==> config.mk <==
export PLATFORM = sky130hd
export DESIGN_NAME = eeprom_prog_trigger
export DESIGN_NICKNAME = d
export VERILOG_FILES = /design/src/rtl/wrctl_pkg.sv /design/src/rtl/wr_strobe_filter.sv /design/src/rtl/wr_load_timer.sv /design/src/rtl/wr_prog_timer.sv /design/src/rtl/wr_lockout.sv /design/src/rtl/eeprom_prog_trigger.sv
export SDC_FILE = /design/constraint.sdc
export NUM_CORES = 1
export LEC_CHECK = 0
export BUFFER_PORTS_ARGS = -buffer_cell sky130_fd_sc_hd__buf_4
export CORE_MARGIN = 2
export CORE_UTILIZATION = 61
export CTS_CLUSTER_SIZE = 20
export DETAILED_ROUTE_END_ITERATION = 10
export PLACE_DENSITY = 0.88
export SYNTH_ARGS = -nofsm -noshare
export SYNTH_HDL_FRONTEND = slang
export SYNTH_SLANG_ARGS = --single-unit
==> constraint.sdc <==
create_clock -name clk -period 3.2 [get_ports clk]
set_input_delay 0.32 -clock clk [delete_from_list [all_inputs] [get_ports clk]]
set_output_delay 0.32 -clock clk [all_outputs]
set_load 0.05 [all_outputs]
==> src/rtl/wrctl_pkg.sv <==
// Shared helpers for the EEPROM write trigger.
// Assumes: counter limits are positive integers.
package wrctl_pkg;
    // Bits needed to hold values 0..n inclusive.
    function automatic int cnt_w(input int n);
        return (n < 2) ? 1 : $clog2(n + 1);
    endfunction
endpackage

==> src/rtl/wr_strobe_filter.sv <==
// Edge detect and runt rejection for the sampled write strobe.
// Counts consecutive low samples (saturating at MIN_LOW_CYC); a rising
// sample is accepted only when that count reached the threshold and
// enable_i is high. Assumes wr_n is already synchronous to clk.
module wr_strobe_filter #(
    parameter int MIN_LOW_CYC = 2
) (
    input  logic clk,
    input  logic rst_n,
    input  logic wr_n,
    input  logic enable_i,
    output logic rise_o,
    output logic accept_o,
    output logic byte_latch_o
);
    import wrctl_pkg::*;
    localparam int LW = cnt_w(MIN_LOW_CYC);
    localparam logic [LW-1:0] LOW_MAX = LW'(MIN_LOW_CYC);

    logic          wr_prev;
    logic [LW-1:0] low_cnt;

    assign rise_o   = wr_n & ~wr_prev;
    assign accept_o = rise_o & (low_cnt == LOW_MAX) & enable_i;

    // Track previous sample and saturating low-run length.
    always_ff @(posedge clk) begin
        if (!rst_n) begin
            wr_prev <= 1'b1;
            low_cnt <= '0;
        end else begin
            wr_prev <= wr_n;
            if (wr_n)
                low_cnt <= '0;
            else if (low_cnt != LOW_MAX)
                low_cnt <= low_cnt + 1'b1;
        end
    end

    // Register the one-cycle byte-latch pulse.
    always_ff @(posedge clk) begin
        if (!rst_n) byte_latch_o <= 1'b0;
        else        byte_latch_o <= accept_o;
    end

    AST_LATCH_ONE_CYCLE: assert property (@(posedge clk) disable iff (!rst_n)
        byte_latch_o |=> !byte_latch_o);
    AST_LATCH_AFTER_LOW: assert property (@(posedge clk) disable iff (!rst_n)
        byte_latch_o |-> ($past(wr_n) && !$past(wr_n, 2)));
endmodule

==> src/rtl/wr_load_timer.sv <==
// Retriggerable byte-load window. Armed by an accepted strobe; the count
// is held at zero while the strobe is low and restarts on every rising
// sample. Expiry fires when WINDOW_CYC high edges pass after the last rise.
// Assumes WINDOW_CYC >= 2.
module wr_load_timer #(
    parameter int WINDOW_CYC = 16
) (
    input  logic clk,
    input  logic rst_n,
    input  logic wr_n,
    input  logic rise_i,
    input  logic accept_i,
    output logic expire_o
);
    import wrctl_pkg::*;
    localparam int TW = cnt_w(WINDOW_CYC);
    localparam logic [TW-1:0] LAST = TW'(WINDOW_CYC - 1);

    logic          pending;
    logic [TW-1:0] cnt;

    assign expire_o = pending & wr_n & ~rise_i & (cnt == LAST);

    // Arm, hold, restart and expire the load window.
    always_ff @(posedge clk) begin
        if (!rst_n) begin
            pending <= 1'b0;
            cnt     <= '0;
        end else begin
            if (accept_i)      pending <= 1'b1;
            else if (expire_o) pending <= 1'b0;
            if (!wr_n || rise_i || expire_o)
                cnt <= '0;
            else if (pending)
                cnt <= cnt + 1'b1;
        end
    end

    AST_EXPIRE_NEEDS_PENDING: assert property (@(posedge clk) disable iff (!rst_n)
        expire_o |=> !pending);
    AST_LOW_HOLDS_ZERO: assert property (@(posedge clk) disable iff (!rst_n)
        !wr_n |=> (cnt == '0));
endmodule

==> src/rtl/wr_prog_timer.sv <==
// Fixed-length programming cycle: a start request raises a one-cycle
// start pulse and holds busy for PROGRAM_CYC cycles.
// Assumes start_i is never raised while busy_o is high.
module wr_prog_timer #(
    parameter int PROGRAM_CYC = 64
) (
    input  logic clk,
    input  logic rst_n,
    input  logic start_i,
    output logic prog_start_o,
    output logic busy_o
);
    import wrctl_pkg::*;
    localparam int PW = cnt_w(PROGRAM_CYC);
    localparam logic [PW-1:0] LAST = PW'(PROGRAM_CYC - 1);

    logic [PW-1:0] pcnt;

    // Run the programming counter and busy flag.
    always_ff @(posedge clk) begin
        if (!rst_n) begin
            busy_o       <= 1'b0;
            prog_start_o <= 1'b0;
            pcnt         <= '0;
        end else begin
            prog_start_o <= start_i;
            if (start_i) begin
                busy_o <= 1'b1;
                pcnt   <= '0;
            end else if (busy_o) begin
                if (pcnt == LAST) busy_o <= 1'b0;
                else              pcnt   <= pcnt + 1'b1;
            end
        end
    end

    AST_START_SETS_BUSY: assert property (@(posedge clk) disable iff (!rst_n)
        prog_start_o |-> busy_o);
    AST_START_ONE_CYCLE: assert property (@(posedge clk) disable iff (!rst_n)
        prog_start_o |=> !prog_start_o);
    AST_NO_RESTART_BUSY: assert property (@(posedge clk) disable iff (!rst_n)
        busy_o |-> !start_i);
endmodule

==> src/rtl/wr_lockout.sv <==
// Power-up write lockout: holds inhibit_o high for the first
// INHIBIT_CYC clock edges after reset release.
module wr_lockout #(
    parameter int INHIBIT_CYC = 32
) (
    input  logic clk,
    input  logic rst_n,
    output logic inhibit_o
);
    import wrctl_pkg::*;
    localparam int IW = cnt_w(INHIBIT_CYC);
    localparam logic [IW-1:0] DONE = IW'(INHIBIT_CYC);

    logic [IW-1:0] icnt;

    assign inhibit_o = (icnt != DONE);

    // Count up to the lockout length and stop.
    always_ff @(posedge clk) begin
        if (!rst_n)          icnt <= '0;
        else if (inhibit_o)  icnt <= icnt + 1'b1;
    end
endmodule

==> src/rtl/eeprom_prog_trigger.sv <==
// Top of the EEPROM write trigger: runt filter, byte-load window,
// programming timer and power-up lockout. Writes are accepted only when
// neither busy nor locked out. Assumes wr_n is synchronised to clk.
module eeprom_prog_trigger #(
    parameter int MIN_LOW_CYC = 2,
    parameter int WINDOW_CYC  = 5000,
    parameter int PROGRAM_CYC = 250000,
    parameter int INHIBIT_CYC = 250000
) (
    input  logic clk,
    input  logic rst_n,
    input  logic wr_n,
    output logic byte_latch,
    output logic prog_start,
    output logic busy
);
    logic rise, accept, expire, inhibit, enable;

    assign enable = ~busy & ~inhibit;

    wr_strobe_filter #(.MIN_LOW_CYC(MIN_LOW_CYC)) u_filter (
        .clk(clk), .rst_n(rst_n), .wr_n(wr_n), .enable_i(enable),
        .rise_o(rise), .accept_o(accept), .byte_latch_o(byte_latch)
    );

    wr_load_timer #(.WINDOW_CYC(WINDOW_CYC)) u_load (
        .clk(clk), .rst_n(rst_n), .wr_n(wr_n), .rise_i(rise),
        .accept_i(accept), .expire_o(expire)
    );

    wr_prog_timer #(.PROGRAM_CYC(PROGRAM_CYC)) u_prog (
        .clk(clk), .rst_n(rst_n), .start_i(expire),
        .prog_start_o(prog_start), .busy_o(busy)
    );

    wr_lockout #(.INHIBIT_CYC(INHIBIT_CYC)) u_lock (
        .clk(clk), .rst_n(rst_n), .inhibit_o(inhibit)
    );

    AST_NO_LATCH_LOCKED: assert property (@(posedge clk) disable iff (!rst_n)
        byte_latch |-> !$past(inhibit));
    AST_NO_LATCH_BUSY: assert property (@(posedge clk) disable iff (!rst_n)
        byte_latch |-> !$past(busy));
endmodule

==> impl_metrics.yaml <==
grt:
  grt_pass1_wl_um: 7660
  grt_max_degree: 26
  grt_pass1_vias: 1820
  grt-ovfl-total: 0
  grt_antenna_before_repair: 0
  grt_usage: 0.195
power_and_ir_drop:
  p_clk_frac: 0.343
  switchingPower_uw: 255
  p_int_uw: 870
  power.density_mw_per_mm2: 413
  p_leak_uw: 0.000971
  share_seq_of_total_power: 0.629
  ir_worst_vdd_uv: 341
  p_total_uw: 1120
  combPwrFrac: 0.029
  power_switching_share: 0.227
die:
  fp.dieH_um: 69.2
  start_util: 0.639
  die_x_um: 69.2
  core-area_mm2: 0.00406
  pin_count: 6
  dieArea_mm2: 0.00479
  num_rows: 23
synthesis:
  async_flop_share: 0
  synth.top_cell.area_share: 0.432
  synth-main-ff-cell: "dfxtp_1"
  ys_ff_latch: 56
  synth_enable_flop_cells: 0
  avgSynthCellArea_um2: 9.23
  yosysWarnings: 0
  synth_area_leaders: "dfxtp_1 43%, xor2_1 7.1%, xnor2_1 5.4%, nor2_1 5.4%, and2_1 3.4%"
  synth.largest_area_cell: "dfxtp_1"
  netlist_area_mm2: 0.00259
  synthTopCellsByCount: "56 x dfxtp_1, 37 x nor2_1, 21 x xor2_1, 19 x nand2_1, 17 x nand3_1"
  ys_seq_area_frac: 0.432
  synthMostInstantiatedCell: "dfxtp_1"
  synth_cell_types: 45
  syn_inst: 281
  synthesis.nets: 289
worst_setup_path:
  crit_family: "simple AND/OR/NAND/NOR gates"
  crit-reg2reg-launch: "u_lock.icnt[0]$_SDFFE_PN0P_"
  cp_slowest_cell: "dfxtp_1"
  critPathRequiredTime_ns: 3.46
  crit_path_start_kind: "flop"
  slowest_delay_ns: 0.37
  crit_start: "u_lock.icnt[0]$_SDFFE_PN0P_"
  critPathMaxFanout: 5
  crit_type: "reg2reg"
  crit_buf_inv: 1
  cp_data_arrival_time_ns: 2.07
  reg2reg_depth: 7
  crit_chain: "inv_1 -> ha_1 -> nor4bb_1 -> nand3_1 -> nor4_4 -> and3_1 -> a31o_2"
  r2r_setup_slack_ns: 1.40
  cp_num_cells: 7
  cp-end-kind: "flop"
clocking:
  postCtsSetupBuffers: 0
  clk_latency_ns: 0.31
  holdBufCountCts: 0
  cts.repair.resized: 0
  clock_path_buffers: 2
  cts_root_buf: "clkbuf_8"
  cts-htree-levels: 2
  cts_buffers: 5
  cts_tree: "yes"
  path_clk_slew_ns: 0.10
  cts.sinks: 56
sta:
  fin_crit_ns: 1.80
  clock.fmax_mhz: 555
  tightest_slew_ns: 0.547
  slew_viol_final: 0
  whs_ns: 0.301
  setup_ws_ns: 1.40
  rsz0062_at_grt: "no"
  setup_viol: 0
  min_period_over_period: 0.563
  final-hold-violation-count: 0
  clock_skew_ns: 0.0107
  max-slew-margin-rel: 0.634
  setup-tns-final_ns: 0
drt:
  drt-pass1-iter-count: 5
  drt-initial-drc-count: 96
  wl_per_cell_um: 13.4
  ant_nets: 0
  routed_via_density: 5.75
  drcViolationCount: 0
  num_vias: 1927
  routed_wl_um: 4500
worst_hold_path:
  min_from: "wr_n"
  min_path_cells: 2
  hold_class: "in2reg"
placed_design:
  dp_slack_ns: 1.43
  dp_hpwl_um: 3100
  io_buffers: 5
  gp_congestion: 0.798
status:
  status: "complete, no violations"
layout:
  drive_above_1_share: 0.0912
  fillers: 321
  diodes: 0
  area_growth_pct: 4.97
  nNetsFinal: 292
  post-route-util: 0.671
flow_run:
  drv_cap: 0
-- final timing paths --
check | end
worst max register to register | u_load.pending$_SDFFE_PN0P_
worst min register to register | u_prog.pcnt[13]$_SDFFE_PP0P_
worst min-delay path | u_filter.wr_prev$_SDFF_PN1_
worst max-delay path | u_load.pending$_SDFFE_PN0P_
-- layer usage --
metal,track usage,share of wire,vias to the layer above
li1,-,-,979
met1,0.245,0.47,907
met2,0.316,0.47,30
met3,0.0436,0.032,11
met4,0.0915,0.021,0
met5,0,0,-
-- logic make-up after synthesis --
kind of cell / Yosys count / share of synthesized area
simple gates: 145 / 0.323
flops: 56 / 0.432
compound gates: 22 / 0.0550
fa+ha+maj: 5 / 0.0241
xor+xnor: 37 / 0.125
buf+inv: 13 / 0.0290
mux: 3 / 0.0116
-- metrics by stage --
step / std cells / area [um^2]
floorplan: 281 / 2590
global placement: 327 / 2630
detailed placement: 327 / 2630
CTS: 335 / 2720
global route: 335 / 2720
finish: 335 / 2720
-- state kept, by name (all words and copies together), names as in the netlist --
signal / cells
u_filter.byte_latch_o: 1
u_prog.busy_o: 1
u_filter.low_cnt: 2
u_lock.icnt: 18
u_load.cnt: 13
u_prog.prog_start_o: 1
u_load.pending: 1
u_filter.wr_prev: 1
u_prog.pcnt: 18
-- placed cells by master (no fill, tap or decap), drive strengths merged, types with 8 or more instances in the layout --
cell,instances
and2,14
nand2,20
nor2,38
xor2,21
a21oi,8
dfxtp,56
nand4,17
nand3,17
and3,10
xnor2,16
-- cell type report --
cell class | instances | area (um^2) | area share
inverter | 4 | 15.0 | 0.00552
multi-input combinational | 212 | 1400 | 0.513
timing repair buffer | 5 | 37.5 | 0.0138
clock inverter | 2 | 16.3 | 0.00598
tap | 50 | 62.6 | 0.0230
sequential | 56 | 1120 | 0.412
clock buffer | 6 | 72.6 | 0.0267
-- power groups by stage --
stage | Sequential, uW | Combinational (uW) | Clock (uW)
floorplan | 722 | 24.0 | 0
global placement | 723 | 29.7 | 0
detailed placement | 723 | 32.7 | 0
CTS | 707 | 32.8 | 396
global route | 708 | 35.2 | 418
finish | 707 | 32.1 | 385
Power figures use the tool's default switching activity.
